`src/rtl/brf_pkg.sv`:
```
package brf_pkg;
  typedef enum logic [1:0] {
    RES_IDLE = 2'd0,
    RES_HIT  = 2'd1,
    RES_MISS = 2'd2
  } res_kind_e;

  localparam int unsigned INSN_BYTES = 4;
  localparam int unsigned N_CNT      = 2;
  localparam int unsigned CNT_TOTAL  = 0;
  localparam int unsigned CNT_GOOD   = 1;
endpackage

```
`src/rtl/brf_resolve.sv`:
```
module brf_resolve
  import brf_pkg::*;
#(
  parameter int unsigned ADDR_W = 32
) (
  input  logic              valid,
  input  logic              jump,
  input  logic              taken,
  input  logic [ADDR_W-1:0] target,
  input  logic [ADDR_W-1:0] pc,
  input  logic [ADDR_W-1:0] pred_next,
  output logic              eff_taken,
  output logic [ADDR_W-1:0] actual_next,
  output res_kind_e         kind
);
  function automatic logic [ADDR_W-1:0] seq_addr(input logic [ADDR_W-1:0] a);
    return a + ADDR_W'(INSN_BYTES);
  endfunction

  function automatic res_kind_e classify(input logic v,
                                         input logic [ADDR_W-1:0] want,
                                         input logic [ADDR_W-1:0] got);
    if (!v)            return RES_IDLE;
    else if (want == got) return RES_HIT;
    else               return RES_MISS;
  endfunction

  always_comb begin
    eff_taken   = jump | taken;
    actual_next = eff_taken ? target : seq_addr(pc);
    kind        = classify(valid, actual_next, pred_next);
  end
endmodule

```
`src/rtl/brf_update.sv`:
```
module brf_update #(
  parameter int unsigned ADDR_W = 32,
  parameter int unsigned IDX_W  = 8
) (
  input  logic              valid,
  input  logic              jump,
  input  logic              taken,
  input  logic [ADDR_W-1:0] target,
  input  logic [ADDR_W-1:0] pc,
  input  logic [IDX_W-1:0]  hist_idx,
  output logic              hist_upd_en,
  output logic              hist_upd_bit,
  output logic              pht_upd_en,
  output logic [IDX_W-1:0]  pht_upd_idx,
  output logic              pht_upd_taken,
  output logic              btb_upd_en,
  output logic [ADDR_W-1:0] btb_upd_pc,
  output logic [ADDR_W-1:0] btb_upd_target
);
  logic cond_br;

  always_comb begin
    cond_br        = valid & ~jump;
    hist_upd_en    = cond_br;
    hist_upd_bit   = cond_br & taken;
    pht_upd_en     = cond_br;
    pht_upd_idx    = cond_br ? hist_idx : '0;
    pht_upd_taken  = cond_br & taken;
    btb_upd_en     = valid;
    btb_upd_pc     = valid ? pc : '0;
    btb_upd_target = valid ? target : '0;
  end
endmodule

```
`src/rtl/brf_counter.sv`:
```
module brf_counter #(
  parameter int unsigned CNT_W = 32
) (
  input  logic             clk,
  input  logic             rst_n,
  input  logic             inc,
  output logic [CNT_W-1:0] count
);
  localparam logic [CNT_W-1:0] ONE = {{(CNT_W-1){1'b0}}, 1'b1};

  always_ff @(posedge clk) begin
    if (!rst_n)   count <= '0;
    else if (inc) count <= count + ONE;
  end
endmodule

```
`src/rtl/brf_unit.sv`:
```
module brf_unit
  import brf_pkg::*;
#(
  parameter int unsigned ADDR_W = 32,
  parameter int unsigned IDX_W  = 8,
  parameter int unsigned CNT_W  = 32
) (
  input  logic              clk,
  input  logic              rst_n,
  input  logic              ex_valid,
  input  logic              ex_jump,
  input  logic              ex_taken,
  input  logic [ADDR_W-1:0] ex_target,
  input  logic [ADDR_W-1:0] ex_pc,
  input  logic [ADDR_W-1:0] ex_pred_next,
  input  logic [IDX_W-1:0]  ex_hist_idx,
  output logic              flush,
  output logic              hist_upd_en,
  output logic              hist_upd_bit,
  output logic              pht_upd_en,
  output logic [IDX_W-1:0]  pht_upd_idx,
  output logic              pht_upd_taken,
  output logic              btb_upd_en,
  output logic [ADDR_W-1:0] btb_upd_pc,
  output logic [ADDR_W-1:0] btb_upd_target,
  output logic [CNT_W-1:0]  perf_total,
  output logic [CNT_W-1:0]  perf_correct
);
  logic              res_eff_taken;
  logic [ADDR_W-1:0] res_actual_next;
  res_kind_e         res_kind;
  logic              ev_hit;
  logic              ev_miss;
  logic [N_CNT-1:0]  cnt_inc;
  logic [CNT_W-1:0]  cnt_val [N_CNT];

  brf_resolve #(.ADDR_W(ADDR_W)) u_resolve (
    .valid       (ex_valid),
    .jump        (ex_jump),
    .taken       (ex_taken),
    .target      (ex_target),
    .pc          (ex_pc),
    .pred_next   (ex_pred_next),
    .eff_taken   (res_eff_taken),
    .actual_next (res_actual_next),
    .kind        (res_kind)
  );

  assign ev_hit  = (res_kind == RES_HIT);
  assign ev_miss = (res_kind == RES_MISS);
  assign flush   = ev_miss;

  brf_update #(.ADDR_W(ADDR_W), .IDX_W(IDX_W)) u_update (
    .valid          (ex_valid),
    .jump           (ex_jump),
    .taken          (ex_taken),
    .target         (ex_target),
    .pc             (ex_pc),
    .hist_idx       (ex_hist_idx),
    .hist_upd_en    (hist_upd_en),
    .hist_upd_bit   (hist_upd_bit),
    .pht_upd_en     (pht_upd_en),
    .pht_upd_idx    (pht_upd_idx),
    .pht_upd_taken  (pht_upd_taken),
    .btb_upd_en     (btb_upd_en),
    .btb_upd_pc     (btb_upd_pc),
    .btb_upd_target (btb_upd_target)
  );

  assign cnt_inc[CNT_TOTAL] = ev_hit | ev_miss;
  assign cnt_inc[CNT_GOOD]  = ev_hit;

  for (genvar g = 0; g < N_CNT; g++) begin : g_cnt
    brf_counter #(.CNT_W(CNT_W)) u_cnt (
      .clk   (clk),
      .rst_n (rst_n),
      .inc   (cnt_inc[g]),
      .count (cnt_val[g])
    );
  end

  assign perf_total   = cnt_val[CNT_TOTAL];
  assign perf_correct = cnt_val[CNT_GOOD];

  // a taken transfer that fetched something other than its target flushes
  a_r1_taken_miss: assert property (@(posedge clk) disable iff (!rst_n)
    (ex_valid && (ex_jump || ex_taken) && ex_pred_next != ex_target) |-> flush);
  // a fall-through that fetched something other than pc+4 flushes
  a_r2_fall_miss: assert property (@(posedge clk) disable iff (!rst_n)
    (ex_valid && !ex_jump && !ex_taken && ex_pred_next != ex_pc + ADDR_W'(INSN_BYTES)) |-> flush);
  // a correct fetch raises no flush
  a_r3_hit_quiet: assert property (@(posedge clk) disable iff (!rst_n)
    (ex_valid && ex_pred_next == res_actual_next) |-> !flush);
  // empty slots are silent
  a_r4_idle_quiet: assert property (@(posedge clk) disable iff (!rst_n)
    !ex_valid |-> (!flush && !btb_upd_en && !pht_upd_en && !hist_upd_en));
  a_r4_idle_hold: assert property (@(posedge clk) disable iff (!rst_n)
    !ex_valid |=> ($stable(perf_total) && $stable(perf_correct)));
  // total steps by one per valid slot
  a_r5_total_step: assert property (@(posedge clk) disable iff (!rst_n)
    ex_valid |=> perf_total == $past(perf_total) + 1'b1);
  // correct count follows the absence of a flush
  a_r6_good_step: assert property (@(posedge clk) disable iff (!rst_n)
    (ex_valid && !flush) |=> perf_correct == $past(perf_correct) + 1'b1);
  a_r6_miss_hold: assert property (@(posedge clk) disable iff (!rst_n)
    flush |=> $stable(perf_correct));
  // jumps do not train direction state
  a_r7_jump_no_train: assert property (@(posedge clk) disable iff (!rst_n)
    (ex_valid && ex_jump) |-> (!pht_upd_en && !hist_upd_en && btb_upd_en));
  // the same-cycle strobes agree with the resolved direction
  a_r9_dir_match: assert property (@(posedge clk) disable iff (!rst_n)
    pht_upd_en |-> (pht_upd_taken == res_eff_taken && hist_upd_bit == res_eff_taken));
  // counters leave reset at zero
  a_r10_reset_zero: assert property (@(posedge clk)
    !rst_n |=> (perf_total == '0 && perf_correct == '0));
endmodule

```
`config.mk`:
```
export PLATFORM = sky130hd
export DESIGN_NAME = brf_unit
export DESIGN_NICKNAME = d
export VERILOG_FILES = /design/src/rtl/brf_pkg.sv /design/src/rtl/brf_resolve.sv /design/src/rtl/brf_update.sv /design/src/rtl/brf_counter.sv /design/src/rtl/brf_unit.sv
export SDC_FILE = /design/constraint.sdc
export NUM_CORES = 1
export LEC_CHECK = 0
export ABC_AREA = 1
export BUFFER_PORTS_ARGS = -buffer_cell sky130_fd_sc_hd__buf_2
export CORE_UTILIZATION = 30
export CTS_CLUSTER_DIAMETER = 30
export DETAILED_ROUTE_END_ITERATION = 6
export SLEW_MARGIN = 20
export SYNTH_ARGS = -nofsm -noshare
export SYNTH_HDL_FRONTEND = slang
export SYNTH_HIERARCHICAL = 1
export SYNTH_SLANG_ARGS = --single-unit
export TNS_END_PERCENT = 1
```
`constraint.sdc`:
```
create_clock -name clk -period 3.2 [get_ports clk]
set_clock_uncertainty 0.05 [all_clocks]
set_input_delay 0.64 -clock clk [delete_from_list [all_inputs] [get_ports clk]]
set_output_delay 0.64 -clock clk [all_outputs]
set_load 0.01 [all_outputs]
```
# [After elaboration in Yosys (flattened, before gate mapping)]
# Cells that the tools add are included.
[classes] eq_ne=3 mux=6 bitwise_logic=5 add_sub_neg=3
[ops] cell="2-to-1 mux 32 bit" count=3
[ops] cell="adder 32 x 1 -> 32 bit (second input constant)" count=2
[ops] cell="adder 32 x 3 -> 32 bit (second input constant)" count=1
[ops] cell="== test 32 bit" count=1
[ops] cell="2-to-1 mux 8 bit" count=1
[ops] cell="2-to-1 mux 2 bit" count=2
[ops] cell="bitwise AND 1 bit" count=2
[ops] cell="== test 2 x 1 -> 1 bit (second input constant)" count=1
[ops] cell="== test 2 bit (second input constant)" count=1
[ops] cell="bitwise OR 1 bit" count=2
[ops] cell="inverter 1 bit" count=1
[word_totals] ff_bits=64 output_inout_bits=142 inputBits=109

# [Longest topological paths before layout]
[depth] depth_word=7 mapped_depth=29 mapped_depth_nobuf=28

# [Hierarchy]
# The synthesis kept the hierarchy.
[modules_own_cells] module="brf_counter" cells_per_inst=260 seq_area_each_um2=640.6 area_per_inst_um2=1750.4 n_inst=2
[modules_own_cells] module="brf_resolve" cells_per_inst=526 seq_area_each_um2=0.0 area_per_inst_um2=2357.3 n_inst=1
[modules_own_cells] module="brf_update" cells_per_inst=159 seq_area_each_um2=0.0 area_per_inst_um2=653.1 n_inst=1
[modules_own_cells] module="brf_unit" cells_per_inst=5 seq_area_each_um2=0.0 area_per_inst_um2=36.3 n_inst=1

# [Worst setup path before layout]
# OpenSTA, ideal clock, no wires.
[synth_path] path_type="in2reg" from="input ex_pc[2]" to="register g_cnt[0].u_cnt.count[24]" path_buffers=1 path_stages=26 setup_slack_ns=-0.140 t_required_ns=3.035 arrival_ns=3.175 cell_sequence="ha_1 nand2_2 nor2_4 nand2_4 nor2_4 nand2_1 nand2_1 nand2_1 nand2_2 nand2_2 nand2_1 nand2_1 nor2_1 nand4_1 nor3_2 inv_1 ha_1 inv_1 buf_4 nand2_2 nor2_4 nand3_4 nor2_1 nand3_1 nand2_1 nor2_1"
[synth_via] elab_chain_cells=7 elab_cells_between_ends=8 cone_classes="add/sub (1); eq/ne (3); mux (3); bitwise (1)"
[synth_rtl] item="start: declaration" line_no="brf_unit.sv:14" rtl="input logic [ADDR_W-1:0] ex_pc,"
[synth_rtl] item="adder 32 x 3 -> 32 bit *" line_no="brf_resolve.sv:17" rtl="return a + ADDR_W'(INSN_BYTES);"
[synth_rtl] item="2-to-1 mux 32 bit *" line_no="brf_resolve.sv:30" rtl="actual_next = eff_taken ? target : seq_addr(pc);"
[synth_rtl] item="== test 32 bit *" line_no="brf_resolve.sv:24" rtl="else if (want == got) return RES_HIT;"
[synth_rtl] item="2-to-1 mux 2 bit *" line_no="brf_resolve.sv:24"
[synth_rtl] item="2-to-1 mux 2 bit *" line_no="brf_resolve.sv:23" rtl="if (!v) return RES_IDLE;"
[synth_rtl] item="via res_kind[0]" line_no="brf_unit.sv:31" rtl="res_kind_e res_kind;"
[synth_rtl] item="== test 2 x 1 -> 1 bit / == test 2 bit (equally long branches)" line_no="brf_unit.sv:49, brf_unit.sv:50"
[synth_rtl] item="bitwise OR 1 bit *" line_no="brf_unit.sv:70" rtl="assign cnt_inc[CNT_TOTAL] = ev_hit | ev_miss;"
[synth_rtl] item="via cnt_inc[0]" line_no="brf_unit.sv:34" rtl="logic [N_CNT-1:0] cnt_inc;"
[synth_rtl] item="end signal: assignment" line_no="brf_counter.sv:13" rtl="else if (inc) count <= count + ONE;"
[synth_rtl] item="end: declaration" line_no="brf_counter.sv:7" rtl="output logic [CNT_W-1:0] count"
# Mark *: on every way through the listed nets, which the timed path passes. The rest lies on a longest branch.
# A chain may end at the register's enable or synchronous reset.

# [Worst setup path in the final report]
[layout_path] from="input ex_pc[2]" to="output flush"
[layout_via] elab_chain_cells=6
[layout_rtl] item="adder 32 x 3 -> 32 bit" line_no="brf_resolve.sv:17"
[layout_rtl] item="2-to-1 mux 32 bit" line_no="brf_resolve.sv:30"
[layout_rtl] item="via res_actual_next[26]" line_no="brf_unit.sv:30" rtl="logic [ADDR_W-1:0] res_actual_next;"
[layout_rtl] item="== test 32 bit" line_no="brf_resolve.sv:24"
[layout_rtl] item="2-to-1 mux 2 bit" line_no="brf_resolve.sv:24"
[layout_rtl] item="2-to-1 mux 2 bit" line_no="brf_resolve.sv:23"
[layout_rtl] item="via res_kind[0]" line_no="brf_unit.sv:31"
[layout_rtl] item="== test 2 bit" line_no="brf_unit.sv:50" rtl="assign ev_miss = (res_kind == RES_MISS);"
[layout_rtl] item="end: declaration" line_no="brf_unit.sv:17" rtl="output logic flush,"
# The timed path passes the listed nets, and every way through them passes these cells.

==> implementation parameters <==
Parameter                              Value

Final layout
  Most common cell after layout, fill and taps aside ... sky130_fd_sc_hd__nand2_1
  Area delta synth->final ... 42.4%
  Nets@finish ... 1632
  Fraction of final layout cells with drive strength greater than 1 ... 33.6%
  Reg with most FFs ... g_cnt.u_cnt/count
  Most frequent cells in the layout ... sky130_fd_sc_hd__nand2_1, sky130_fd_sc_hd__buf_2, sky130_fd_sc_hd__inv_1
  Core Util, Final ... 43.8%
  Number of flip-flops in the largest register ... 64
  Largest registers ranked by flip-flop count ... g_cnt.u_cnt/count x64

Clock tree
  Insertion delay of the later-clocked pin in the worst-skew pair ... 330 ps
  Level count of the clock H-tree ... 3
  CTS clk-pin slew, worst paths ... 60 ps
  TritonCTS clock tree ... built
  Count of hold buffers inserted by post-cts repair ... 0
  Total clock buffers created by CTS ... 9
  Clock Sink Count ... 64
  Clock Root Buffer ... sky130_fd_sc_hd__clkbuf_16
  Buffer levels on the longest clock path ... 2

Floorplanning
  Initial cell density of the core ... 30.7%
  Row count ... 53
  Die height ... 149 um
  Number of top-level pins ... 251
  Floorplan core area ... 21100 um2
  Floorplan die area ... 22200 um2
  Die width ... 149 um

Setup path
  Critical path fanouts, max ... 5
  Cell Chain, Critical Path ... buf_8, ha_4, nand2_4, nor2_4, nand2_4, nor2_4, nand2_1, nand2_1, nand3_2, nand2_2, nand2_1, nand2_1, nand2_1, nor2_2, nand3_1, nor3_2, inv_1, ha_4, buf_6
  Arrival time at the worst endpoint ... 2730 ps
  Most Frequent Cell on Critical Path ... sky130_fd_sc_hd__nand2_1
  Cell family with the largest share of critical-path delay ... simple AND/OR/NAND/NOR gates
  Cell with the biggest individual delay on the critical path ... sky130_fd_sc_hd__nor2_4
  Crit end category ... output port
  CP Class ... primary input to output port
  Required time of the worst setup path ... 2510 ps
  Largest stage delay on the critical path ... 200 ps
  Critical Path Source Type ... primary input
  Total buffers and inverters traversed by the critical path ... 3

Place
  Number of port buffers ... 250
  DP Worst Slack ... -744 ps
  Routability-driven placement congestion ratio ... 0.858
  Detailed-placement wirelength estimate ... 18000 um

GRT
  Initial antenna violation count ... 4
  Largest net degree at the start of global routing ... 63
  GRT Resource Usage Total ... 19.7%
  Total congestion overflow ... 0
  Wire length of the first global-routing pass ... 34800 um
  Number of global-route vias before repair ... 7382

Pwr
  Combinational fraction of design power ... 23.7%
  Switching share of power ... 28.5%
  Net switching component of the power ... 0.000709 W
  Sequential share of power ... 32.3%
  Post-layout power ... 0.00249 W
  Clk network pwr share ... 44.1%
  Power per standard cell area ... 270 nW/um2
  Internal Power ... 0.00178 W
  Leakage power ... 5.29 nW
  Peak supply drop ... 238 uV

Timing
  Worst-case hold slack ... 463 ps
  Final setup slack of the worst path ... -218 ps
  Slew of the pin with the lowest slew margin ... 591 ps
  Achievable clock frequency ... 293 MHz
  Fin crit share ... 107%
  Count of pins over their slew limit ... 0
  Unrepaired setup endpoints after global routing ... true
  Worst rel slew slack ... 60.6%
  Final hold vios ... 0
  Setup violators final ... 12
  Crit path time final ... 3420 ps

Synthesis
  Post-synth design cell area ... 6480 um2
  Post-synthesis average cell area ... 5.43 um2
  Synth warn ... 6
  Syn nets ... 1307
  Post-Syn Instances ... 1193

Run status
  Result of the run ... finished with violations
  Violations in the final reports ... setup timing

Flow run
  Max Cap Violations ... 0

Detailed routing
  Total routed wirelength ... 21900 um
  Number of design rule violations left after detail routing ... 0
  DRC marker count from the first detailed-route iteration ... 352
  Via total after detailed routing ... 8010
  Number of nets with antenna violations after detailed routing ... 0
  Average wire per standard cell ... 12.1 um
  Number of search-and-repair iterations in the first detailed-routing pass ... 4
  Average via count per standard cell ... 4.45

Hold path
  Min-delay worst type ... flop to flop
==> worst paths after layout <==
kind	end	slack, ps	from	cells after the start
worst max-delay path	flush	-220	ex_pc[2]	19
worst min-delay path	g_cnt[1].u_cnt/count[10]	460	g_cnt[1].u_cnt/count[10]	1
worst max register to register	g_cnt[0].u_cnt/count[24]	1700	g_cnt[0].u_cnt/count[10]	7
worst min register to register	g_cnt[1].u_cnt/count[10]	460	g_cnt[1].u_cnt/count[10]	1
==> layout make-up <==
class                      count  area [um2]
fill                        2288       11900
multi-input combinational    908        4540
timing repair buffer         336        1950
sequential                    64        1280
inverter                     199         767
tap                          275         344
clock buffer                  12         256
clock inverter                 4        76.3
antenna                        3        7.51
==> per-stage QoR <==
step / TNS (ps) / area [um2] / std cells
after floorplan: -373 / 6520 / 1193
after global placement: -31290 / 8560 / 1776
after detailed placement: -33920 / 8560 / 1776
after CTS: -2100 / 9050 / 1797
after global routing: -7690 / 9230 / 1801
final: -355 / 9230 / 1801
==> routing by layer <==
metal  share of wire [%]  global-route usage [%]
met2                  49                    35.9
met5               0.046                       0
met4                 1.7                    5.41
met3                 5.3                    4.59
met1                  44                    22.7
==> power groups by stage <==
stage | Clock [W] | Combinational (W) | Sequential (W)
3_3_place_gp | 0 | 0.000562 | 0.000820
6_report | 0.00110 | 0.000589 | 0.000803
3_5_place_dp | 0 | 0.000567 | 0.000821
4_1_cts | 0.00112 | 0.000582 | 0.000803
2_1_floorplan | 0 | 0.000309 | 0.000821
5_1_grt | 0.00115 | 0.000661 | 0.000804
==> timing repair <==
action,in CTS,in global routing
endpoints found under the setup margin,58,62
gates resized for setup,34,57
buffers inserted,5,1
cloned,0,0
endpoints found under the hold margin,0,0
pin swaps,23,33
No activity file was read; power rests on OpenSTA's default activity.
